## src/rtl/ecc_rpt_pkg.sv

```systemverilog
package ecc_rpt_pkg;
  localparam int RPT_W  = 32;
  localparam int BYTE_W = 8;
  localparam int ERR_W  = 6;

  typedef struct packed {
    logic             ok;
    logic [ERR_W-1:0] cnt;
  } rec_t;

  function automatic logic [BYTE_W-1:0] pack_rec(rec_t r);
    return {r.ok, {(BYTE_W-ERR_W-1){1'b0}}, r.cnt};
  endfunction
endpackage

```

## src/rtl/ecc_rpt_rstsync.sv

```systemverilog
module ecc_rpt_rstsync #(
  parameter int STAGES = 2
) (
  input  logic clk,
  input  logic rst_n,
  output logic rst_n_sync
);
  logic [STAGES-1:0] sync_q;

  always_ff @(posedge clk or negedge rst_n) begin
    if (!rst_n) sync_q <= '0;
    else        sync_q <= {sync_q[STAGES-2:0], 1'b1};
  end

  assign rst_n_sync = sync_q[STAGES-1];
endmodule

```

## src/rtl/ecc_rpt_seq.sv

```systemverilog
module ecc_rpt_seq #(
  parameter int STEP_W = 5
) (
  input  logic              clk,
  input  logic              rst_n,
  input  logic              start,
  input  logic              valid,
  input  logic [STEP_W-1:0] step_count,
  output logic              upd_first,
  output logic              upd_rest,
  output logic              open,
  output logic              done
);
  logic [STEP_W-1:0] idx_q, idx_d;
  logic              done_q, done_d;
  logic              accept, last;

  always_comb begin
    accept    = valid && !start && !done_q;
    last      = ({1'b0, idx_q} + 1'b1) >= {1'b0, step_count};
    upd_first = accept && (idx_q == '0);
    upd_rest  = accept && (idx_q != '0);
    idx_d     = idx_q;
    done_d    = done_q;
    if (start) begin
      idx_d  = '0;
      done_d = 1'b0;
    end else if (accept) begin
      idx_d = idx_q + 1'b1;
      if (last) done_d = 1'b1;
    end
  end

  always_ff @(posedge clk or negedge rst_n) begin
    if (!rst_n) begin
      idx_q  <= '0;
      done_q <= 1'b0;
    end else begin
      idx_q  <= idx_d;
      done_q <= done_d;
    end
  end

  assign done = done_q;
  assign open = !done_q && !start;


  done_hold_chk: assert property (@(posedge clk) disable iff (!rst_n)
    done_q && !start |=> done_q);

  done_cause_chk: assert property (@(posedge clk) disable iff (!rst_n)
    $rose(done_q) |-> $past(valid) && !$past(start));

  start_clears_chk: assert property (@(posedge clk) disable iff (!rst_n)
    start |=> !done_q && idx_q == '0);
endmodule

```

## src/rtl/ecc_rpt_record.sv

```systemverilog
module ecc_rpt_record
  import ecc_rpt_pkg::*;
#(
  parameter bit MERGE = 1'b0
) (
  input  logic             clk,
  input  logic             rst_n,
  input  logic             clr,
  input  logic             upd,
  input  logic [ERR_W-1:0] errs,
  input  logic             ok_in,
  output rec_t             rec
);
  rec_t rec_q, rec_d, rec_new;

  generate
    if (MERGE) begin : g_merge
      always_comb begin
        rec_new.cnt = (errs > rec_q.cnt) ? errs : rec_q.cnt;
        rec_new.ok  = rec_q.ok & ok_in;
      end
    end else begin : g_single
      always_comb begin
        rec_new.cnt = errs;
        rec_new.ok  = ok_in;
      end
    end
  endgenerate

  always_comb begin
    rec_d = rec_q;
    if (clr)      rec_d = '{ok: 1'b1, cnt: '0};
    else if (upd) rec_d = rec_new;
  end

  always_ff @(posedge clk or negedge rst_n) begin
    if (!rst_n) rec_q <= '{ok: 1'b1, cnt: '0};
    else        rec_q <= rec_d;
  end

  assign rec = rec_q;


  clear_state_chk: assert property (@(posedge clk) disable iff (!rst_n)
    clr |=> rec_q.cnt == '0 && rec_q.ok);

  generate
    if (MERGE) begin : g_merge_chk

      max_monotone_chk: assert property (@(posedge clk) disable iff (!rst_n)
        !clr |=> rec_q.cnt >= $past(rec_q.cnt));

      fail_sticky_chk: assert property (@(posedge clk) disable iff (!rst_n)
        !clr && !rec_q.ok |=> !rec_q.ok);
    end
  endgenerate
endmodule

```

## src/rtl/ecc_report_agg.sv

```systemverilog
module ecc_report_agg
  import ecc_rpt_pkg::*;
#(
  parameter int MAX_STEPS = 16,
  localparam int STEP_W   = $clog2(MAX_STEPS + 1)
) (
  input  logic              clk,
  input  logic              rst_n,
  input  logic              page_start,
  input  logic              page_empty_in,
  input  logic [STEP_W-1:0] step_count,
  input  logic              pkt_valid,
  input  logic [ERR_W-1:0]  pkt_errs,
  input  logic              pkt_ok,
  output logic [RPT_W-1:0]  report,
  output logic              page_empty,
  output logic              done
);
  logic rst_n_s;
  logic upd_first, upd_rest, open;
  rec_t rec_first, rec_rest;
  logic empty_q, empty_d;

  ecc_rpt_rstsync #(.STAGES(2)) u_rst (
    .clk(clk), .rst_n(rst_n), .rst_n_sync(rst_n_s)
  );

  ecc_rpt_seq #(.STEP_W(STEP_W)) u_seq (
    .clk(clk), .rst_n(rst_n_s), .start(page_start), .valid(pkt_valid),
    .step_count(step_count), .upd_first(upd_first), .upd_rest(upd_rest),
    .open(open), .done(done)
  );

  ecc_rpt_record #(.MERGE(1'b0)) u_first (
    .clk(clk), .rst_n(rst_n_s), .clr(page_start), .upd(upd_first),
    .errs(pkt_errs), .ok_in(pkt_ok), .rec(rec_first)
  );

  ecc_rpt_record #(.MERGE(1'b1)) u_rest (
    .clk(clk), .rst_n(rst_n_s), .clr(page_start), .upd(upd_rest),
    .errs(pkt_errs), .ok_in(pkt_ok), .rec(rec_rest)
  );

  always_comb begin
    empty_d = empty_q;
    if (page_start)                  empty_d = 1'b0;
    else if (open && page_empty_in)  empty_d = 1'b1;
  end

  always_ff @(posedge clk or negedge rst_n_s) begin
    if (!rst_n_s) empty_q <= 1'b0;
    else          empty_q <= empty_d;
  end

  assign page_empty = empty_q;
  assign report     = {{(RPT_W-2*BYTE_W){1'b0}}, pack_rec(rec_rest), pack_rec(rec_first)};


  report_frozen_chk: assert property (@(posedge clk) disable iff (!rst_n_s)
    done && !page_start |=> $stable(report) && $stable(page_empty));

  empty_sticky_chk: assert property (@(posedge clk) disable iff (!rst_n_s)
    page_empty && !page_start |=> page_empty);

  first_load_chk: assert property (@(posedge clk) disable iff (!rst_n_s)
    upd_first |=> report[ERR_W-1:0] == $past(pkt_errs) && report[7] == $past(pkt_ok));
endmodule

```

## config.mk

```make
export PLATFORM = sky130hd
export DESIGN_NAME = ecc_report_agg
export DESIGN_NICKNAME = d
export VERILOG_FILES = /design/src/rtl/ecc_rpt_pkg.sv /design/src/rtl/ecc_rpt_rstsync.sv /design/src/rtl/ecc_rpt_seq.sv /design/src/rtl/ecc_rpt_record.sv /design/src/rtl/ecc_report_agg.sv
export SDC_FILE = /design/constraint.sdc
export NUM_CORES = 1
export LEC_CHECK = 0
export BUFFER_PORTS_ARGS = -buffer_cell sky130_fd_sc_hd__buf_2
export CORE_ASPECT_RATIO = 0.7
export CORE_MARGIN = 2
export CORE_UTILIZATION = 53
export CTS_BUF_LIST = sky130_fd_sc_hd__clkbuf_4 sky130_fd_sc_hd__clkbuf_8 sky130_fd_sc_hd__clkbuf_16
export CTS_CLUSTER_SIZE = 10
export DETAILED_ROUTE_END_ITERATION = 10
export GPL_ROUTABILITY_DRIVEN = 0
export GPL_TIMING_DRIVEN = 0
export PLACE_DENSITY = 0.86
export SLEW_MARGIN = 20
export SYNTH_ARGS = -nofsm -noshare
export SYNTH_HDL_FRONTEND = slang
export SYNTH_SLANG_ARGS = --single-unit
```

## constraint.sdc

```tcl
create_clock -name clk -period 1.1 [get_ports clk]
set_input_delay 0.055 -clock clk [delete_from_list [all_inputs] [get_ports clk]]
set_output_delay 0.055 -clock clk [all_outputs]
set_load 0.02 [all_outputs]
```

==> summary.txt <==
Setup path
  – CP required: 1.22 ns
  – Worst Setup Start Kind: flip-flop
  – CP max-delay cell: dfrtp_1
  – CP startpoint: u_seq.idx_q[1]
  – Worst Path Buf+Inv: 1
  – Crit. End Element: flip-flop
  – Crit path cell chain: buf_6 > ha_4 > xor2_1 > ha_1 > a211o_1 > o211ai_1 > a311oi_1
  – Worst setup path class: reg -> reg
  – Worst r2r src: u_seq.idx_q[1]
  – Worst EP arrival: 2.07 ns
  – Crit path largest cell delay: 0.42 ns
  – CP top delay family: compound AO/OA/AOI/OAI gates
  – Worst-path maximum fanout: 4

Drt
  – Post-Route M1 WL: 1.848 mm
  – Max Used Layer: met4
  – TritonRoute pass-1 iters: 4
  – Vias/cell: approximately 5.5
  – Met3 wire length: 491 um
  – Iteration-0 DRC Markers: between 100 and 150
  – Total wire length: 5.239 mm
  – Residual DRC: 0
  – Post-route ant nets: 0
  – Vias: 1,440
  – Wire per inst: 20.15 um
  – Met2 wire length: 2.496 mm

Timing
  – Tightest Pin Transition: 0.6388 ns
  – Max_slew headroom: 57.42%
  – RSZ-0062 raised after global routing: true
  – F_max: between 500 and 600 MHz
  – Final setup viols: 20
  – Post-route worst setup slack: -0.8501 ns
  – Final Max Slew Viols: 0
  – Crit path time final: between 1.5 and 2 ns
  – Tcrit/Tclk final: 177.3%
  – Setup TNS: -10.83 ns
  – Fin. Hold Viols: 0
  – Worst Skew: about 0.0063 ns

Place
  – Post-placement cell count: 235
  – Post-DP Area: 1779 um2
  – Dpl ws: -0.8776 ns
  – Dpl hpwl: 2.488 mm
  – Buffers on Ports: 32

Layout
  – Layout Nets: 257
  – Ratio of cells with drive above 1 in the final layout: 57.08%
  – Fillers: 110
  – Final cell count without fillers: 260
  – Post-layout instance area: around 2300 um2
  – Area delta synth->final: 54.63%
  – N_diodes: 0

Yosys
  – Synthesized instance count: between 150 and 200
  – Seq/Total Area, Yosys: between 30% and 40%
  – YS warnings: 0
  – Netlist cell types: 32
  – Syn Area/Cell: 9.598 um2
  – Post-synthesis register bit count: 23
  – Netlist Area Pre-Place: 1459 um2

Global route
  – Largest net degree at the start of global routing: 22
  – GRT overflow: 0
  – Number of global-route vias before repair: 1,302
  – Initial antenna violation count: 0
  – First-pass GRT wire length: 6.072 mm
  – GRT Total Usage: 26.71%

CTS
  – Clk Latency, worst-skew pair: 0.27 ns
  – Clock Sinks: 23
  – H-tree depth: 1
  – CTS tree: built
  – Root Buffer: clkbuf_8
  – Clock-pin slew on the worst setup and hold paths: 0.08 ns
  – Deepest clock path buffer count: 2
  – Total clock buffers created by CTS: 3

Status
  – Violated checks: negative setup slack
  – Status: finished, violations left

Pwr
  – LEAKAGE: 1.176 nW
  – Worst vdd ir: 0.0006618 V
  – Total power: approximately 2.4 mW
  – PD cells: 1048 nW/um2

Die
  – Core area: 2534 um2
  – I/O pins: 51
  – Die Y: 47.90 um
  – Die X-Extent: around 67 um
  – Row count: 15
  – Starting Density: 57.58%
  – Die area: 3195 um2

Job
  – MaxCap Viol Count: 0

Hold path
  – Hold path startpoint: pkt_ok
  – Hold crit path type: in -> reg
-- final timing paths --
check | end | slack, ns | cells after the start
max in group asynchronous | u_seq.idx_q[0] | 0.52 | 0
hold reg to reg | u_seq.idx_q[1] | 0.23 | 0
min in group asynchronous | u_rst.sync_q[1] | 0.09 | 2
hold / removal | u_first.rec[6] | 0.04 | 3
setup reg to reg | u_seq.done | -0.85 | 7
setup / recovery | u_seq.done | -0.85 | 7
-- layer usage --
metal | global-route usage [%] | vias up
met2 | 50.20 | 110
li1 | - | 613
met4 | 11.84 | 0
met5 | 0 | -
met3 | 5.412 | 42
met1 | 30.60 | 675
-- worst register-to-register path: stages (launching register included) --
cell and delay (ns):
dfrtp_1 0.42, buf_6 0.14, ha_4 0.17, xor2_1 0.19
ha_1 0.26, a211o_1 0.29, o211ai_1 0.16, a311oi_1 0.17
-- cell type report --
cell class	count	area, um2	share of cell area [%]
well taps	34	42.54	1.886
multi-input cells	109	983.4	43.59
plain buffers	23	186.4	8.264
inverters	14	52.55	2.329
flip-flops and latches	23	586.8	26.01
clock buffers	3	41.29	1.830
clock inverters	1	5.005	0.2219
repair buffers	53	357.8	15.86
-- synth_stat cells --
cell type  number  share of area, %
a211o_1         1              0.60
a21boi_0        1              0.51
a21o_1          2               1.0
a21oi_1        10               3.4
a311oi_1        1              0.60
a31oi_1         1              0.43
and3_1          1              0.43
buf_4          19               9.8
buf_6           1              0.77
clkbuf_1        3              0.77
conb_1          2              0.51
dfrtp_1        21                36
dfstp_2         2               3.6
ha_1           13                11
inv_1          14               3.6
mux2i_1         5               3.4
nand2_1        10               2.6
nand2b_1        3               1.3
nand3_1        10               3.4
nand3b_1        2               1.0
nand4_1         2              0.86
nor2_1         13               3.3
nor2b_1         1              0.43
nor3b_2         1              0.86
nor4b_4         1               1.6
o211ai_1        1              0.51
o21ai_0         1              0.34
o311ai_4        1               1.8
or2_2           1              0.43
or3b_2          1              0.60
xnor2_1         3               1.8
xor2_1          4               2.4
-- flip-flops by register name, summed over array words and instances, names as in the netlist --
name	count
u_first.rec	7
u_rest.rec	7
u_seq.idx_q	5
u_rst.sync_q	2
page_empty	1
u_seq.done	1
-- cell usage in the layout (no fill, tap or decap), types with 2 or more instances in the layout --
cell       n
buf_2     32
buf_4     31
conb_1    19
dfrtp_1   14
nor2_1    12
inv_1     10
a21oi_2    9
buf_6      7
ha_4       7
dfrtp_2    7
nand3_1    6
nand2_4    6
ha_1       6
mux2i_1    5
inv_2      4
xor2_1     4
clkbuf_8   3
nand3_4    2
xnor2_1    2
clkbuf_1   2
nand2b_1   2
nand4_1    2
nand3b_1   2
nand2_2    2
a21o_1     2
nand3_2    2
buf_8      2
dfstp_2    2
-- cell families after synthesis --
| logic type | synth area share (%) |
|---|---|
| adder cells (fa/ha/maj) | 11.15 |
| AND/OR/NAND/NOR | 16.90 |
| multiplexers | 3.431 |
| other | 0.5148 |
| flip-flops | 39.62 |
| AO/OA/AOI/OAI | 9.263 |
| buffers and inverters | 14.92 |
| XOR/XNOR | 4.202 |
-- where the power goes --
part | total (mW) | internal [mW] | leakage, nW | switching [mW]
registers | 0.963 | 0.899 | 0.293 | 0.0639
logic | 0.878 | 0.400 | 0.858 | 0.478
clock network | 0.524 | 0.253 | 0.0255 | 0.271
-- repair_timing --
action | CTS | global route
gates cloned | 1 | 0
endpoints found under the hold margin | 2 | 0
pin swaps | 12 | 15
endpoints found under the setup margin | 20 | 26
setup buffers | 10 | 11
hold buffers | 1 | 0
gates resized for setup | 23 | 34
-- stage by stage --
| step | utilization [%] | hold WS (ns) |
|---|---|---|
| 6_report | 89.04 | 0.04138 |
| 5_1_grt | 89.04 | 0.05380 |
| 4_1_cts | 81.19 | 0.02984 |
| 3_5_place_dp | 70.22 | -0.1587 |
| 3_3_place_gp | 70.22 | -0.1606 |
| 2_1_floorplan | - | -0.2406 |
(Power assumes the default switching activity.)
